### src/rtl/usr_pkg.sv
// Shared types for the universal shift/storage register.
// Assumes the two-bit mode code listed below.
package usr_pkg;
    typedef enum logic [1:0] {
        MODE_HOLD = 2'b00,
        MODE_SHR  = 2'b01,
        MODE_SHL  = 2'b10,
        MODE_LOAD = 2'b11
    } usr_mode_e;
endpackage

### src/rtl/usr_stage.sv
// One bit of the register. The mode picks between keeping the bit, taking
// the upper or lower neighbour, or taking the parallel input.
// Assumes the neighbour inputs are already resolved at the ends.
module usr_stage
    import usr_pkg::*;
(
    input  logic      clk,
    input  logic      clr_n,
    input  usr_mode_e mode,
    input  logic      from_upper,
    input  logic      from_lower,
    input  logic      par_in,
    output logic      bit_q
);
    // Store one bit; the clear overrides every mode.
    always_ff @(posedge clk) begin
        if (!clr_n) begin
            bit_q <= 1'b0;
        end else begin
            case (mode)
                MODE_HOLD: bit_q <= bit_q;
                MODE_SHR:  bit_q <= from_upper;
                MODE_SHL:  bit_q <= from_lower;
                default:   bit_q <= par_in;
            endcase
        end
    end
endmodule

### src/rtl/usr_bus_port.sv
// Output side of the shared bus. Drives the stored word only when both
// enables are low and no load is in progress; otherwise it releases the bus.
// Assumes the bus is modelled as a separate output plus a drive flag.
module usr_bus_port
    import usr_pkg::*;
#(
    parameter int WIDTH = 8
) (
    input  logic             oe1_n,
    input  logic             oe2_n,
    input  usr_mode_e        mode,
    input  logic [WIDTH-1:0] word,
    output logic [WIDTH-1:0] bus_out,
    output logic             bus_drive
);
    // Decide ownership of the bus and gate the driven value.
    always_comb begin
        bus_drive = !oe1_n && !oe2_n && (mode != MODE_LOAD);
        bus_out   = bus_drive ? word : '0;
    end
endmodule

### src/rtl/univ_shift_store.sv
// Universal shift/storage register: hold, shift right, shift left and
// parallel load over a shared bus, with end-stage outputs for chaining.
// Assumes a synchronous active-low clear and a single clock.
module univ_shift_store
    import usr_pkg::*;
#(
    parameter int WIDTH = 8
) (
    input  logic             clk,
    input  logic             clr_n,
    input  logic [1:0]       sel,
    input  logic             ser_r,
    input  logic             ser_l,
    input  logic             oe1_n,
    input  logic             oe2_n,
    input  logic [WIDTH-1:0] bus_in,
    output logic [WIDTH-1:0] bus_out,
    output logic             bus_drive,
    output logic             end_lo,
    output logic             end_hi
);
    localparam int TOP = WIDTH - 1;

    usr_mode_e        mode;
    logic [WIDTH-1:0] store_q;

    assign mode = usr_mode_e'(sel);

    // Build one stage per bit; the end stages take the serial inputs.
    for (genvar i = 0; i < WIDTH; i++) begin : g_stage
        logic up_bit;
        logic lo_bit;
        if (i == TOP) begin : g_top
            assign up_bit = ser_r;
        end else begin : g_mid_up
            assign up_bit = store_q[i+1];
        end
        if (i == 0) begin : g_bot
            assign lo_bit = ser_l;
        end else begin : g_mid_lo
            assign lo_bit = store_q[i-1];
        end
        usr_stage u_stage (
            .clk       (clk),
            .clr_n     (clr_n),
            .mode      (mode),
            .from_upper(up_bit),
            .from_lower(lo_bit),
            .par_in    (bus_in[i]),
            .bit_q     (store_q[i])
        );
    end

    usr_bus_port #(.WIDTH(WIDTH)) u_bus (
        .oe1_n    (oe1_n),
        .oe2_n    (oe2_n),
        .mode     (mode),
        .word     (store_q),
        .bus_out  (bus_out),
        .bus_drive(bus_drive)
    );

    // Bring out the end stages for chaining.
    assign end_lo = store_q[0];
    assign end_hi = store_q[TOP];
endmodule

### config.mk
export PLATFORM = sky130hd
export DESIGN_NAME = univ_shift_store
export DESIGN_NICKNAME = d
export VERILOG_FILES = /design/src/rtl/usr_pkg.sv /design/src/rtl/usr_stage.sv /design/src/rtl/usr_bus_port.sv /design/src/rtl/univ_shift_store.sv
export SDC_FILE = /design/constraint.sdc
export NUM_CORES = 1
export LEC_CHECK = 0
export CAP_MARGIN = 20
export CORE_ASPECT_RATIO = 1.2
export CORE_MARGIN = 1.5
export CORE_UTILIZATION = 45
export DETAILED_ROUTE_END_ITERATION = 12
export DONT_BUFFER_PORTS = 1
export GPL_TIMING_DRIVEN = 0
export PLACE_DENSITY_LB_ADDON = 0.15
export SLEW_MARGIN = 20
export SYNTH_ARGS = -nofsm -noshare
export SYNTH_HDL_FRONTEND = slang
export SYNTH_HIERARCHICAL = 1
export SYNTH_SLANG_ARGS = --single-unit
### constraint.sdc
create_clock -name clk -period 1 [get_ports clk]
set_input_delay 0.2 -clock clk [delete_from_list [all_inputs] [get_ports clk]]
set_output_delay 0.2 -clock clk [all_outputs]
set_load 0.02 [all_outputs]
# == Yosys cells after proc, flatten, opt, wreduce, memory -nomap -nowiden ==
# Index checks and enable logic that the tools add are counted.
# word_totals
reg_bits,8
latchBits,0
mem_bits_rw,0
rom_bits,0
output_inout_bits,11
elab_cells,25
memories,0
# op_classes
add_sub_neg,0
n_mul,0
n_div,0
n_lt_le_gt_ge,0
eq_ne,3
shifts,0
muxes,9
bitwise_logic,0
n_reduce_logical,5
# op_table
operator,count
$pmux W1 S3,8
$mux W8,1
$eq A2 B1 Y1 const B,1
$eq A2 B2 Y1 const B,1
$logic_and A1 B1 Y1,2
$logic_not A1 Y1,2
$logic_not A2 Y1,1
$ne A2 B2 Y1 const B,1

# == Longest topological paths before layout ==
# Gate-level depths: netlist of run 1.
# depth
ltp_word,4
ltp_mapped,5
depth_no_buf,5

# == By module ==
# The synthesis of run 1 kept the hierarchy.
# modules_own_cells
module,instances,cells_each,area_each_um2,seq_area_each_um2
usr_stage,8,11,101.3,20.0
usr_bus_port,1,9,70.1,0.0

# == Worst setup path before layout of run 1 ==
# OpenSTA, ideal clock, no wires.
# synth_path
path_type,input to output
start,in sel[0]
end,out bus_out[0]
arrival_ns,0.910
required_ns,0.800
setup_slack_ns,-0.110
path_stages,2
cell_sequence,a211oi_4 and2_1
# synth_via
elab_chain_cells,3
# synth_lines
element,line,source
from (decl),univ_shift_store.sv:11,"input logic [1:0] sel,"
$ne A2 B2 Y1,usr_bus_port.sv:18,bus_drive = !oe1_n && !oe2_n && (mode != MODE_LOAD);
$logic_and A1 B1 Y1,usr_bus_port.sv:18,
$mux W8,usr_bus_port.sv:19,bus_out = bus_drive ? word : '0;
to (decl),univ_shift_store.sv:17,"output logic [WIDTH-1:0] bus_out,"
# Every way passes these cells.

# == Final worst setup path of run 1 ==
# Ends and elaborated chain as after synthesis.

==> impl_metrics.json, run 1 <==
{
  "drt-total-wl_um": 1745,
  "peakVddDrop_mv": 0.3720,
  "violations": "setup timing",
  "synth_cell_type_count": 9,
  "cp.arrival_ps": 970,
  "fmax_ghz": 0.8554,
  "p_comb_frac": 0.322,
  "final_util": 0.6511,
  "synth_area_leader_cell": "ha_1",
  "holdCritStartpoint": "clr_n",
  "grt_pass1_vias": 709,
  "post-route-period-util": 1.169,
  "fillCellCount": 147,
  "cts_tree": "built",
  "worstSkewPairLatency_ps": 250,
  "path_max_fanout": 18,
  "synth-seq-area-share": 0.1818,
  "cp.required_ps": 800,
  "crit_chain": "a211oi_4 > and2_2",
  "avgRoutedWirePerCell_um": 14.19,
  "synth_top_area_share": 0.3409,
  "antenna_found_initial": 0,
  "synth_area_um2": 880.8,
  "critical-path-max-stage-delay_ps": 460,
  "largest_reg_flops": 8,
  "design_area_mm2": 0.001205,
  "syn_area_per_cell_um2": 9.081,
  "syn_inst": 97,
  "nNetsFinal": 146,
  "grt_pass1_wl_um": 3111,
  "die_area_mm2": 0.002233,
  "fin_crit_ps": 1169,
  "cap_violations": 0,
  "cts.path.max_buffers": 2,
  "place.gp.congestion": 0.6495,
  "via_count": 703,
  "via_per_inst": 5.715,
  "postCtsHoldBufs": 0,
  "cts_buffers": 3,
  "pre_cts_slack_ps": -219.2,
  "yosysWarnings": 6,
  "syn2layout_area_growth_pct": 36.79,
  "crit_path_end_kind": "output pin",
  "r2r-start": "g_stage[5].u_stage/bit_q",
  "critPathSlowestCell": "a211oi_4",
  "finalHoldViolCount": 0,
  "worst_pin_slew_ps": 489.3,
  "ios": 27,
  "cts_sinks": 8,
  "place_hpwl_um": 1316,
  "ys_seq_elements": 8,
  "relSlewSlack": 0.6727,
  "port-buffer-count": 0,
  "worst_hold_slack_ps": 48.13,
  "pwr-share-seq": 0.416,
  "drv_slew": 0,
  "r2r_cells": 3,
  "setup_slack_ps": -169.0,
  "track_usage": 0.1890,
  "startpoint_type": "input port",
  "largestRegisters": "g_stage.u_stage/bit_q x8",
  "antenna_cells": 0,
  "ff2ff_setup_slack_ps": 120,
  "power.leakage_uw": 0.0005042,
  "dr.pass1.iters": 4,
  "clk_pin_slew_ps": 60,
  "root_buffer": "clkbuf_4",
  "htree_levels": 1,
  "syn-num-nets": 137,
  "p_clk_frac": 0.262,
  "rows": 17,
  "rsz0062_at_grt": "true",
  "switching_share": 0.3108,
  "drive_gt1_frac": 0.5096,
  "drtAntennaViolNets": 0,
  "min_to": "g_stage[5].u_stage/bit_q",
  "critPathTopFamily": "compound AO/OA/AOI/OAI gates",
  "fin_setup_tns_ps": -835.3,
  "drtIter0Drc": 9,
  "finalClockSkew_ps": 6.135,
  "die_x_um": 43.39,
  "whs_path_depth": 2,
  "setup_violations": 5,
  "die_y_um": 51.47,
  "yosys-top-cells-area": "ha_1, dfxtp_1, o211ai_2",
  "powerDensity_mw_per_mm2": 794.5,
  "internal-power_uw": 659.8,
  "core_mm2": 0.001851,
  "top_register": "g_stage.u_stage/bit_q",
  "worst_hold_path_type": "in -> reg",
  "placed_area_mm2": 0.001135,
  "grt_max_degree": 19,
  "timing.rr.end": "g_stage[6].u_stage/bit_q",
  "power_switching_uw": 297.5,
  "post-route-drc-count": 0,
  "crit_buf_inv": 0,
  "crit_type": "in -> out",
  "status": "finished, violations left",
  "grt-ovfl-total": 0,
  "start_util": 0.4760
}
cell usage in the layout, fill, tap and decap left out:
| cell type | netlist | routed |
|---|---|---|
| a211oi_2 | 0 | 1 |
| a211oi_4 | 1 | 1 |
| a22oi_1 | 8 | 8 |
| a31oi_1 | 8 | 8 |
| and2_2 | 0 | 5 |
| and2_4 | 0 | 3 |
| buf_4 | 0 | 3 |
| clkbuf_4 | 0 | 3 |
| dfxtp_1 | 8 | 3 |
| dfxtp_2 | 0 | 4 |
| dfxtp_4 | 0 | 1 |
| ha_1 | 24 | 16 |
| ha_4 | 0 | 8 |
| inv_1 | 24 | 8 |
| inv_12 | 0 | 8 |
| inv_4 | 0 | 8 |
| o211ai_2 | 8 | 8 |
| or3_1 | 8 | 8 |
worst max path at each step:
stage               slack [ps]  depth (start not counted)    endpoint  startpoint
floorplan                  -90                          2  bus_out[0]      sel[1]
global placement          -210                          2  bus_out[6]      sel[1]
detailed placement        -220                          2  bus_out[4]      sel[1]
CTS                       -170                          2  bus_out[4]      sel[0]
global route              -200                          2  bus_out[0]      sel[0]
finish                    -170                          2  bus_out[0]      sel[0]
cells by family after synthesis:
group,after synthesis,synth area share
AOI/OAI and AO/OA,25,0.2614
adders and majority gates,24,0.3409
and+or+nand+nor,16,0.1136
DFF,8,0.1818
buffers and inverters,24,0.1023
layout make-up:
| cell class | instances | area, µm² | share of cell area |
|---|---|---|---|
| Inverter | 24 | 210.2 | 0.1745 |
| Clock buffer | 3 | 22.52 | 0.01869 |
| Tap cell | 19 | 23.77 | 0.01973 |
| Sequential cell | 8 | 168.9 | 0.1402 |
| Multi-Input combinational cell | 66 | 757.0 | 0.6282 |
| Timing Repair Buffer | 3 | 22.52 | 0.01869 |
metal layers:
metal	vias to the layer above	global-route usage	share of wire
li1	358	-	-
met1	324	0.2073	0.40
met2	19	0.3358	0.52
met3	2	0.05300	0.070
met4	0	0.07576	0.0034
met5	-	0	0
synthesized netlist by cell type:
master	instances
a211oi_4	1
a22oi_1	8
ha_1	24
or3_1	8
o211ai_2	8
and2_1	8
a31oi_1	8
dfxtp_1	8
inv_1	24
repair_timing:
item	4_1_cts	5_1_grt
setup endpoints to repair	8	6
setup buffers	3	0
resized for setup	9	0
pin swaps	1	0
gates cloned	1	0
worst reg2reg max path, cell delays in order, from the launching register on:
cell and delay, ps:
dfxtp_4 340, buf_4 140, a22oi_1 170, a31oi_1 100
power by group through the flow:
stage,Sequential [µW],Clock (µW),Combinational [µW]
final,398,251,308
after global routing,405,297,352
after CTS,400,274,314
after detailed placement,412,0,279
after global placement,411,0,269
after floorplan,397,0,244
per-stage QoR:
step,cells,power [µW]
after floorplan,97,640.9
after global placement,116,680.0
after detailed placement,116,691.3
after CTS,123,986.9
after global routing,123,1053
final,123,957.3
(Power assumes the default switching activity.)
==> run 2: changes to the inputs <==
Settings changed: MAX_ROUTING_LAYER set to met4, RECOVER_POWER set to 25.
==> run 2 against run 1 <==
  * The run still ends with setup timing left
  * Clock power hardly changed
  * Hold slack improved by 2.7 ps
  * Sequential power barely moved
  * Clock skew hardly changed
  * Count of clock-buffer cells in the layout unchanged
  * Fmax is essentially flat
  * Sequential share of layout area is 0.059 points higher
  * Total power is 0.40% lower
  * Critical path depth did not move
  * Final area shrank 0.42%
  * Highest routed layer unchanged
  * Largest cell class unchanged
==> impl_metrics.json, run 2 (synthesis results as in run 1) <==
{
  "powerDensity_mw_per_mm2": 794.7,
  "top_register": "g_stage.u_stage/bit_q",
  "worst_pin_slew_ps": 491.4,
  "violations": "setup timing",
  "postCtsHoldBufs": 0,
  "instances_no_fill": 123,
  "fin_crit_ps": 1170,
  "critical-path-max-stage-delay_ps": 470,
  "post-route-drc-count": 0,
  "cp.arrival_ps": 970,
  "die_y_um": 51.47,
  "worstSkewPairLatency_ps": 250,
  "die_area_mm2": 0.002233,
  "cp_num_cells": 2,
  "critPathSlowestCell": "a211oi_4",
  "start_util": 0.4760,
  "clk_pin_slew_ps": 60,
  "crit_path_end_kind": "output pin",
  "worst_hold_path_type": "in -> reg",
  "cts_tree": "built",
  "grt_pass1_wl_um": 3118,
  "rsz0062_at_grt": "true",
  "crit_chain": "a211oi_4 > and2_2",
  "nNetsFinal": 146,
  "core_mm2": 0.001851,
  "syn2layout_area_growth_pct": 36.22,
  "via_per_inst": 5.780,
  "drv_slew": 0,
  "grt_pass1_vias": 708,
  "grt_max_degree": 19,
  "critPathTopFamily": "compound AO/OA/AOI/OAI gates",
  "port-buffer-count": 0,
  "largestRegisters": "g_stage.u_stage/bit_q x8",
  "peakVddDrop_mv": 0.3711,
  "cts_sinks": 8,
  "root_buffer": "clkbuf_4",
  "cap_violations": 0,
  "startpoint_type": "input port",
  "r2r_cells": 3,
  "die_x_um": 43.39,
  "crit_buf_inv": 0,
  "rows": 17,
  "track_usage": 0.1939,
  "dr.pass1.iters": 4,
  "setup_slack_ps": -169.7,
  "place_hpwl_um": 1316,
  "ios": 27,
  "power.leakage_uw": 0.0005012,
  "fillCellCount": 147,
  "fmax_ghz": 0.8549,
  "setup_violations": 5,
  "finalClockSkew_ps": 5.824,
  "via_count": 711,
  "htree_levels": 1,
  "antenna_cells": 0,
  "worst_hold_slack_ps": 50.84,
  "cts.path.max_buffers": 2,
  "dpl.cell_count": 116,
  "drtAntennaViolNets": 0,
  "whs_path_depth": 2,
  "avgRoutedWirePerCell_um": 14.25,
  "drtIter0Drc": 9,
  "drive_gt1_frac": 0.5000,
  "grt-ovfl-total": 0,
  "place.gp.congestion": 0.6552,
  "finalHoldViolCount": 0,
  "status": "finished, violations left",
  "drt-total-wl_um": 1753,
  "cts_buffers": 3,
  "relSlewSlack": 0.6713,
  "mostFrequentLayoutCell": "ha_1",
  "crit_type": "in -> out",
  "antenna_found_initial": 0,
  "post-route-period-util": 1.170,
  "path_max_fanout": 18,
  "cp.required_ps": 800,
  "largest_reg_flops": 8
}
[run 2: cell count changes in the layout (fill, tap and decap cells not counted)]
cell      change
o211ai_1      +1
o211ai_2      -1
[run 2: layout make-up]
cell class | instances | area (µm²) | area share
Multi-Input combinational cell | 66 | 752.0 | 0.6267
Inverter | 24 | 210.2 | 0.1752
Sequential cell | 8 | 168.9 | 0.1408
Tap cell | 19 | 23.77 | 0.01981
Clock buffer | 3 | 22.52 | 0.01877
Timing Repair Buffer | 3 | 22.52 | 0.01877
[run 2: path summary, 6_finish.rpt]
check                                                end                      from  slack [ps]
worst min-delay path            g_stage[2].u_stage/bit_q                     clr_n          50
worst max-delay path                          bus_out[0]                    sel[0]        -170
worst min register to register  g_stage[3].u_stage/bit_q  g_stage[3].u_stage/bit_q         580
worst max register to register  g_stage[6].u_stage/bit_q  g_stage[5].u_stage/bit_q         130
[run 2: report_power, final]
| part | switching, µW | internal, µW | total (µW) |
|---|---|---|---|
| registers | 42.2 | 356 | 398 |
| logic | 140 | 165 | 304 |
| clock network | 114 | 138 | 251 |
| total | 296 | 658 | 954 |
[run 2: timing repair]
item	CTS	global route
setup buffers	3	0
pin swaps	1	0
resized for setup	9	0
cloned	1	0
setup endpoints to repair	8	6
[run 2: metal layers]
metal | GRT usage | wire length, µm
met3 | 0.04594 | 98
met4 | 0.07576 | 6
met2 | 0.3358 | 918
met1 | 0.2115 | 728
met5 | - | 0
[run 2: through the flow]
stage	setup TNS [ps]	worst slack [ps]	area (µm²)	utilization	total power, µW
5_1_grt	-1014	-204.1	1200	0.6484	1050
2_1_floorplan	-838.5	-86.55	1111	-	640.9
4_1_cts	-846.7	-170.9	1205	0.6511	986.9
3_3_place_gp	-2012	-209.8	1135	0.6133	680.0
6_report	-838.6	-169.7	1200	0.6484	953.5
3_5_place_dp	-2141	-219.2	1135	0.6133	691.3
==> run 3: changes to the inputs <==
Clock period 1 ns to 1.5 ns, I/O delays scaled along.
==> run 3 against run 2 <==
  * The run now ends clean
  * Count of clock-buffer cells in the layout unchanged
  * Global-route usage decreased by 1.6 points
  * Sequential power decreased by 33%
  * Critical path type unchanged
  * Largest power group unchanged
==> impl_metrics.json, run 3 (synthesis results as in run 1) <==
{
  "ios": 27,
  "fin_crit_ps": 1383,
  "drtIter0Drc": 6,
  "fillCellCount": 192,
  "dpl.cell_count": 116,
  "rows": 17,
  "critPathTopFamily": "compound AO/OA/AOI/OAI gates",
  "finalHoldViolCount": 0,
  "grt_max_degree": 18,
  "final_cell_mix": "inv_1, ha_1",
  "crit_chain": "a211oi_4 > and2_1",
  "fmax_ghz": 0.7233,
  "top_register": "g_stage.u_stage/bit_q",
  "setup_violations": 0,
  "cts_tree": "built",
  "ff2ff_setup_slack_ps": 620,
  "die_area_mm2": 0.002233,
  "critPathSlowestCell": "a211oi_4",
  "path_max_fanout": 18,
  "cts_sinks": 8,
  "die_x_um": 43.39,
  "r2r_cells": 2,
  "crit_buf_inv": 0,
  "cts.path.max_buffers": 2,
  "cp.required_ps": 1200,
  "status": "finished, final reports clean",
  "largestRegisters": "g_stage.u_stage/bit_q x8",
  "finalPower_uw": 570.3,
  "powerDensity_mw_per_mm2": 620.1,
  "syn2layout_area_growth_pct": 4.403,
  "placed_area_um2": 904.6,
  "place.gp.congestion": 0.7364,
  "avgRoutedWirePerCell_um": 14.21,
  "nNetsFinal": 143,
  "port-buffer-count": 0,
  "crit_path_end_kind": "output pin",
  "r2r-start": "g_stage[7].u_stage/bit_q",
  "crit_type": "in -> out",
  "antenna_cells": 0,
  "startpoint_type": "input port",
  "worstSkewPairLatency_ps": 250,
  "die_y_um": 51.47,
  "cts_setup_buffers": 0,
  "drv_slew": 0,
  "postCtsHoldBufs": 0,
  "finalClockSkew_ps": 8.870,
  "post-route-drc-count": 0,
  "instances_no_fill": 120,
  "design_area_um2": 919.6,
  "place_hpwl_um": 1295,
  "dr.pass1.iters": 2,
  "drive_gt1_frac": 0.08911,
  "grt-ovfl-total": 0,
  "core_mm2": 0.001851,
  "cts_buffers": 3,
  "worst_hold_path_type": "in -> reg",
  "htree_levels": 1,
  "peakVddDrop_mv": 0.3766,
  "root_buffer": "clkbuf_4",
  "power.leakage_uw": 0.0004574,
  "via_per_inst": 5.767,
  "drt-total-wl_um": 1705,
  "rsz0062_at_grt": "false",
  "track_usage": 0.1776,
  "whs_path_depth": 2,
  "fin_setup_tns_ps": 0,
  "critical-path-max-stage-delay_ps": 460,
  "cap_violations": 0,
  "grt_pass1_wl_um": 2829,
  "cp.arrival_ps": 1080,
  "critical_path.startpoint": "sel[1]",
  "via_count": 692,
  "start_util": 0.4760,
  "post-route-period-util": 0.9217,
  "clk_pin_slew_ps": 50,
  "cts_resized": 0,
  "crit_path_end": "bus_out[7]",
  "largest_reg_flops": 8,
  "worst_pin_slew_ps": 482.1,
  "timing.rr.end": "g_stage[6].u_stage/bit_q",
  "grt_pass1_vias": 702,
  "relSlewSlack": 0.6776,
  "cp_num_cells": 2,
  "drtAntennaViolNets": 0,
  "antenna_found_initial": 0
}
==> run 3: cell type report <==
class | instances | area (µm²) | share of cell area
sequential | 8 | 160.2 | 0.1742
inverter | 24 | 90.09 | 0.09796
tap | 19 | 23.77 | 0.02585
multi-input combinational | 66 | 623.1 | 0.6776
clock buffer | 3 | 22.52 | 0.02449
==> run 3: how the worst min path moves through the flow <==
stage | start | endpoint | slack (ps)
3_3_place_gp | clr_n | g_stage[0].u_stage/bit_q | 430
2_1_floorplan | clr_n | g_stage[0].u_stage/bit_q | 430
5_1_grt | clr_n | g_stage[3].u_stage/bit_q | 180
4_1_cts | clr_n | g_stage[2].u_stage/bit_q | 160
3_5_place_dp | clr_n | g_stage[2].u_stage/bit_q | 440
6_report | clr_n | g_stage[0].u_stage/bit_q | 180
==> run 3: power by group <==
part	internal (µW)	leakage (µW)	switching (µW)	total [µW]
logic	62.7	0.000377	72.1	135
clock network	91.8	0.0000138	76.5	168
registers	235	0.0000665	32.5	267
total	389	0.000457	181	570
==> run 3: layer usage <==
metal	track usage	up-vias	wire length, µm
met5	-	-	0
met4	0.07576	0	19
met3	0.03887	2	102
met2	0.3234	24	905
met1	0.1795	317	678
li1	-	349	-
==> run 3: per-stage QoR <==
step                hold WS, ps  worst slack, ps  utilization
finish                    183.6            117.5       0.4970
floorplan                 430.6            189.9            -
global placement          433.7            38.56       0.4888
CTS                       160.0            21.80       0.5010
global route              175.3            60.67       0.4970
detailed placement        436.7            21.75       0.4888
